--- config.mk ---
export PLATFORM = sky130hd
export DESIGN_NAME = gfx_cmd_regs
export DESIGN_NICKNAME = d
export VERILOG_FILES = /design/src/rtl/gfx_regs_pkg.sv /design/src/rtl/gfx_param_bank.sv /design/src/rtl/gfx_start_decode.sv /design/src/rtl/gfx_hit_latch.sv /design/src/rtl/gfx_status_unit.sv /design/src/rtl/gfx_cmd_regs.sv
export SDC_FILE = /design/constraint.sdc
export NUM_CORES = 1
export LEC_CHECK = 0
export CAP_MARGIN = 30
export CORE_MARGIN = 2
export CORE_UTILIZATION = 25
export DETAILED_ROUTE_END_ITERATION = 10
export SLEW_MARGIN = 20
export SYNTH_ARGS = -nofsm -noshare
export SYNTH_HDL_FRONTEND = slang
export SYNTH_HIERARCHICAL = 1
export SYNTH_SLANG_ARGS = --single-unit
--- constraint.sdc ---
create_clock -name clk -period 3.7 [get_ports clk]
set_input_delay 0.74 -clock clk [delete_from_list [all_inputs] [get_ports clk]]
set_output_delay 0.74 -clock clk [all_outputs]
set_load 0.02 [all_outputs]
--- src/rtl/gfx_regs_pkg.sv ---
package gfx_regs_pkg;

    localparam int DW      = 8;
    localparam int AW      = 4;
    localparam int CODE_W  = 3;
    localparam int SRC_W   = 2 * DW;
    localparam int BGX_LOW_ZERO = 2;
    localparam int IRQ_BG_EN_BIT = 5;
    localparam int NUM_HIT = 2;
    localparam int HIT_FG  = 0;
    localparam int HIT_BG  = 1;

    typedef enum logic [AW-1:0] {
        WO_SRC_LO = 4'd0,
        WO_SRC_HI = 4'd1,
        WO_CMD    = 4'd2,
        WO_GRN    = 4'd3,
        WO_PX     = 4'd4,
        WO_PY     = 4'd5,
        WO_RED    = 4'd6,
        WO_BLU    = 4'd7,
        WO_SCX    = 4'd8,
        WO_SCY    = 4'd9,
        WO_CTRL   = 4'd10,
        WO_VBCLR  = 4'd11
    } wr_off_e;

    typedef enum logic [AW-1:0] {
        RO_FG_X = 4'd0,
        RO_FG_Y = 4'd1,
        RO_BG_X = 4'd2,
        RO_BG_Y = 4'd3,
        RO_STAT = 4'd4
    } rd_off_e;

    typedef struct packed {
        logic [SRC_W-1:0] src;
        logic [DW-1:0]    cmd;
        logic [DW-1:0]    grn;
        logic [DW-1:0]    px;
        logic [DW-1:0]    py;
        logic [DW-1:0]    red;
        logic [DW-1:0]    blu;
        logic [DW-1:0]    scx;
        logic [DW-1:0]    scy;
        logic [DW-1:0]    ctrl;
    } param_s;

    typedef struct packed {
        logic [DW-1:0] x;
        logic [DW-1:0] y;
    } coord_s;

    // True when a write to offset 'off' launches command 'code'.
    function automatic logic launches(input logic [CODE_W-1:0] code,
                                      input logic [AW-1:0] off);
        logic hit;
        case (code)
            3'd2, 3'd7: hit = (off == WO_BLU);
            3'd3:       hit = (off == WO_PX);
            3'd4:       hit = (off == WO_PY);
            3'd5:       hit = (off == WO_SRC_HI);
            3'd6:       hit = (off == WO_CMD);
            default:    hit = 1'b0;
        endcase
        return hit;
    endfunction

endpackage

--- src/rtl/gfx_param_bank.sv ---
module gfx_param_bank
    import gfx_regs_pkg::*;
(
    input  logic          clk,
    input  logic          rst,
    input  logic          wr_en,
    input  logic [AW-1:0] wr_addr,
    input  logic [DW-1:0] wr_data,
    output param_s        regs
);

    always_ff @(posedge clk) begin
        if (rst) begin
            regs <= '0;
        end else if (wr_en) begin
            case (wr_addr)
                WO_SRC_LO: regs.src[DW-1:0]     <= wr_data;
                WO_SRC_HI: regs.src[SRC_W-1:DW] <= wr_data;
                WO_CMD:    regs.cmd  <= wr_data;
                WO_GRN:    regs.grn  <= wr_data;
                WO_PX:     regs.px   <= wr_data;
                WO_PY:     regs.py   <= wr_data;
                WO_RED:    regs.red  <= wr_data;
                WO_BLU:    regs.blu  <= wr_data;
                WO_SCX:    regs.scx  <= wr_data;
                WO_SCY:    regs.scy  <= wr_data;
                WO_CTRL:   regs.ctrl <= wr_data;
                default:   ;
            endcase
        end
    end

endmodule

--- src/rtl/gfx_start_decode.sv ---
module gfx_start_decode
    import gfx_regs_pkg::*;
(
    input  logic              clk,
    input  logic              rst,
    input  logic              wr_en,
    input  logic [AW-1:0]     wr_addr,
    input  logic [DW-1:0]     wr_data,
    input  logic [DW-1:0]     cmd_now,
    input  logic              engine_busy,
    output logic              start,
    output logic [CODE_W-1:0] start_code
);

    logic [CODE_W-1:0] eff_code;
    logic              fire;

    // A write of the command byte must use the code being written.
    always_comb begin
        eff_code = (wr_addr == WO_CMD) ? wr_data[CODE_W-1:0] : cmd_now[CODE_W-1:0];
        fire     = wr_en && !engine_busy && launches(eff_code, wr_addr);
    end

    always_ff @(posedge clk) begin
        if (rst) begin
            start      <= 1'b0;
            start_code <= '0;
        end else begin
            start <= fire;
            if (fire) start_code <= eff_code;
        end
    end

endmodule

--- src/rtl/gfx_hit_latch.sv ---
module gfx_hit_latch
    import gfx_regs_pkg::*;
(
    input  logic   clk,
    input  logic   rst,
    input  logic   set,
    input  coord_s set_at,
    input  logic   clr,
    output logic   flag,
    output coord_s at
);

    always_ff @(posedge clk) begin
        if (rst) begin
            flag <= 1'b0;
            at   <= '0;
        end else if (set) begin
            flag <= 1'b1;
            at   <= set_at;
        end else if (clr) begin
            flag <= 1'b0;
        end
    end

endmodule

--- src/rtl/gfx_status_unit.sv ---
module gfx_status_unit
    import gfx_regs_pkg::*;
(
    input  logic          clk,
    input  logic          rst,
    input  logic          rd_en,
    input  logic [AW-1:0] rd_addr,
    input  logic          wr_en,
    input  logic [AW-1:0] wr_addr,
    input  logic          vblank_set,
    input  logic [NUM_HIT-1:0] hit_set,
    input  coord_s        hit_at [NUM_HIT],
    input  logic          bg_irq_en,
    input  logic          engine_busy,
    input  logic          raster_b8,
    output logic [DW-1:0] rd_data,
    output logic          irq,
    output logic [NUM_HIT-1:0] hit_flag,
    output logic          vb_flag
);

    coord_s             hit_q   [NUM_HIT];
    logic [NUM_HIT-1:0] hit_clr;
    logic               vb_clr;

    always_comb begin
        hit_clr[HIT_FG] = rd_en && (rd_addr == RO_FG_Y);
        hit_clr[HIT_BG] = rd_en && (rd_addr == RO_BG_Y);
        vb_clr          = wr_en && (wr_addr == WO_VBCLR);
    end

    for (genvar h = 0; h < NUM_HIT; h++) begin : g_hit
        gfx_hit_latch u_latch (
            .clk    (clk),
            .rst    (rst),
            .set    (hit_set[h]),
            .set_at (hit_at[h]),
            .clr    (hit_clr[h]),
            .flag   (hit_flag[h]),
            .at     (hit_q[h])
        );
    end

    always_ff @(posedge clk) begin
        if (rst)             vb_flag <= 1'b0;
        else if (vblank_set) vb_flag <= 1'b1;
        else if (vb_clr)     vb_flag <= 1'b0;
    end

    always_comb begin
        irq = vb_flag || hit_flag[HIT_FG] || (hit_flag[HIT_BG] && bg_irq_en);
    end

    always_comb begin
        rd_data = '0;
        case (rd_addr)
            RO_FG_X: rd_data = hit_q[HIT_FG].x;
            RO_FG_Y: rd_data = hit_q[HIT_FG].y;
            RO_BG_X: rd_data = {hit_q[HIT_BG].x[DW-1:BGX_LOW_ZERO], {BGX_LOW_ZERO{1'b0}}};
            RO_BG_Y: rd_data = hit_q[HIT_BG].y;
            RO_STAT: rd_data = {engine_busy, ~hit_flag[HIT_FG], ~vb_flag,
                                ~hit_flag[HIT_BG], raster_b8, 3'b000};
            default: rd_data = '0;
        endcase
    end

endmodule

--- src/rtl/gfx_cmd_regs.sv ---
module gfx_cmd_regs
    import gfx_regs_pkg::*;
(
    input  logic              clk,
    input  logic              rst,
    input  logic              wr_en,
    input  logic [AW-1:0]     wr_addr,
    input  logic [DW-1:0]     wr_data,
    input  logic              rd_en,
    input  logic [AW-1:0]     rd_addr,
    output logic [DW-1:0]     rd_data,
    input  logic              vblank_set,
    input  logic              fg_hit,
    input  logic [DW-1:0]     fg_hit_x,
    input  logic [DW-1:0]     fg_hit_y,
    input  logic              bg_hit,
    input  logic [DW-1:0]     bg_hit_x,
    input  logic [DW-1:0]     bg_hit_y,
    input  logic              engine_busy,
    input  logic              raster_b8,
    output logic              irq,
    output logic              start,
    output logic [CODE_W-1:0] start_code,
    output logic [SRC_W-1:0]  src_word,
    output logic [DW-1:0]     cmd_byte,
    output logic [DW-1:0]     col_r,
    output logic [DW-1:0]     col_g,
    output logic [DW-1:0]     col_b,
    output logic [DW-1:0]     pos_x,
    output logic [DW-1:0]     pos_y,
    output logic [DW-1:0]     scroll_x,
    output logic [DW-1:0]     scroll_y,
    output logic [DW-1:0]     ctrl_byte
);

    param_s             regs;
    logic [NUM_HIT-1:0] hit_set;
    coord_s             hit_at [NUM_HIT];
    logic [NUM_HIT-1:0] hit_flag;
    logic               vb_flag;
    logic               fg_flag;
    logic               bg_flag;

    always_comb begin
        hit_set[HIT_FG]  = fg_hit;
        hit_set[HIT_BG]  = bg_hit;
        hit_at[HIT_FG]   = '{x: fg_hit_x, y: fg_hit_y};
        hit_at[HIT_BG]   = '{x: bg_hit_x, y: bg_hit_y};
        fg_flag          = hit_flag[HIT_FG];
        bg_flag          = hit_flag[HIT_BG];
    end

    gfx_param_bank u_bank (
        .clk     (clk),
        .rst     (rst),
        .wr_en   (wr_en),
        .wr_addr (wr_addr),
        .wr_data (wr_data),
        .regs    (regs)
    );

    gfx_start_decode u_start (
        .clk         (clk),
        .rst         (rst),
        .wr_en       (wr_en),
        .wr_addr     (wr_addr),
        .wr_data     (wr_data),
        .cmd_now     (regs.cmd),
        .engine_busy (engine_busy),
        .start       (start),
        .start_code  (start_code)
    );

    gfx_status_unit u_stat (
        .clk         (clk),
        .rst         (rst),
        .rd_en       (rd_en),
        .rd_addr     (rd_addr),
        .wr_en       (wr_en),
        .wr_addr     (wr_addr),
        .vblank_set  (vblank_set),
        .hit_set     (hit_set),
        .hit_at      (hit_at),
        .bg_irq_en   (regs.ctrl[IRQ_BG_EN_BIT]),
        .engine_busy (engine_busy),
        .raster_b8   (raster_b8),
        .rd_data     (rd_data),
        .irq         (irq),
        .hit_flag    (hit_flag),
        .vb_flag     (vb_flag)
    );

    always_comb begin
        src_word  = regs.src;
        cmd_byte  = regs.cmd;
        col_r     = regs.red;
        col_g     = regs.grn;
        col_b     = regs.blu;
        pos_x     = regs.px;
        pos_y     = regs.py;
        scroll_x  = regs.scx;
        scroll_y  = regs.scy;
        ctrl_byte = regs.ctrl;
    end

endmodule

==> flow_metrics.tcl <==
set metrics [dict create \
    status "complete, no violations" \
    n_antenna_cell 0 \
    drt_iter0_markers 121 \
    post_cts_resize_count 0 \
    synth_nets 559 \
    setup.worst_path.class "in -> out" \
    grt_overflow_total 0 \
    ir_drop_v 0.000284 \
    finalInstanceArea_um2 7660 \
    cts_buffers 17 \
    cpLargestDelayFamily "buffers and inverters" \
    drc 0 \
    r2r_start "u_bank/regs[65]" \
    final_cell_mix "154 x clkdlybuf4s50_1, 125 x mux2i_1, 125 x dfxtp_1" \
    wl_per_cell_um 16.8 \
    cpMostUsedCell "clkdlybuf4s50_1" \
    netlist_area_um2 5370 \
    max_cap_violations 0 \
    port-buffer-count 155 \
    final_nets 705 \
    grt_max_degree 48 \
    layout_commonest_cell "clkdlybuf4s50_1" \
    htreeDepth 4 \
    routed_wl_mm 15.7 \
    drive_gt1_share_pct 9.23 \
    clockBufferDepth 2 \
    power_density_nw_per_um2 434 \
    dr.pass1.iters 4 \
    crit_start "rd_addr[0]" \
    hold_violations 0 \
    cp-start-kind "input pin" \
    clk_transition_reported_paths_ns 0.06 \
    end_kind "output pin" \
    die_y_um 151 \
    leakagePower_nw 3.32 \
    io_pins 158 \
    fin_crit_ns 3.58 \
    clock_sinks 125 \
    slew_violations 0 \
    syn_area_per_cell_um2 10.7 \
    dieWidth_um 151 \
    syn_inst 502 \
    placed_cell_area_um2 7090 \
    setup_violations 0 \
    vias_per_cell 4.28 \
    initial_core_util_pct 25.5 \
    antenna_found_initial 0 \
    cp.required_ns 2.96 \
    path_cells "clkdlybuf4s50_1, buf_4, mux2i_1, o21ai_0, a22o_1, clkdlybuf4s50_1" \
    globalplace.congestion 0.798 \
    crit_path_max_incr_delay_ns 0.77 \
    total_power_w 0.00333 \
    path_buf_inv 3 \
    hp-start "u_bank/regs[87]" \
    grt_pass1_wl_mm 23.8 \
    yosysWarnings 6 \
    fmax_mhz 279 \
    clk_latency_ns 0.41 \
    dp_cells 904 \
    area_delta_synth_final_pct 42.7 \
    design.die.area_um2 22700 \
    cp_max_fo 7 \
    worstHoldPathType "reg -> reg" \
    tightest_slew_ns 0.949 \
    stdcell_count 936 \
    num_rows 53 \
    cts_tree "built" \
    postRouteAntennaNets 0 \
    num_vias 4009 \
    final.setup.tns_ns 0 \
    root_buffer "clkbuf_16" \
    core_area_um2 21000 \
    cts_hold_buf 0 \
    worstPathArrival_ns 2.84 \
    cp_slowest_cell "clkdlybuf4s50_1" \
    rsz0062_at_grt "no" \
    finalCritPeriodShare_pct 96.7 \
    grt_pass1_vias 3972 \
    hpwl_mm 10.5 \
    relSlewSlack_pct 36.5 \
    skew_ns 0.00556 \
    grt_use_total_pct 14.2 \
    postCtsSetupBuffers 0 \
]
[through the flow]
stage	worst slack, ns	hold WS (ns)	utilization [%]
floorplan	1.35	0.455	-
global placement	0.169	0.461	33.7
detailed placement	0.108	0.464	33.7
CTS	0.112	0.478	36.4
global route	0.0279	0.493	36.4
finish	0.121	0.474	36.4
[power by group]
part	switching (W)	leakage (nW)	internal [W]
registers	0.0000198	1.02	0.00138
logic	0.000150	2.03	0.000152
clock network	0.000680	0.278	0.000945
total	0.000849	3.32	0.00248
[layer usage]
layer | track usage (%) | share of wire, % | wire length [um] | vias up
met2 | 21.5 | 44 | 6930 | 122
met1 | 18.2 | 46 | 7240 | 1877
met5 | 0 | 0 | 0 | -
met4 | 4.76 | 1.4 | 216 | 0
met3 | 5.88 | 8.6 | 1350 | 10
li1 | - | - | - | 2000
[worst paths after layout]
path                                end  slack, ns  cells past startpoint
setup reg to reg  u_start/start_code[1]       1.99                      4
hold reg to reg         u_bank/regs[87]       0.47                      2
hold / removal          u_bank/regs[87]       0.47                      2
setup / recovery             rd_data[3]       0.12                      6
[layout make-up]
cell class	instances	area, um^2
multi-input combinational	338	2630
timing repair buffer	160	1590
inverter	6	22.5
fill	2092	13400
tap	275	344
sequential	125	2500
clock inverter	15	149
clock buffer	17	425
[state kept, by name, summed over array words and instances (netlist names)]
signal                     count
u_start/start_code             3
u_stat/g_hit.u_latch/at       30
u_start/start                  1
u_stat/g_hit.u_latch/flag      2
u_stat/vb_flag                 1
u_bank/regs                   88
[worst reg2reg max path: stages, from the launching register on]
cell,delay (ns)
dfxtp_1,0.43
or4bb_1,0.52
o221ai_2,0.25
and3_2,0.27
a311oi_2,0.09
Power figures use the tool's default switching activity.
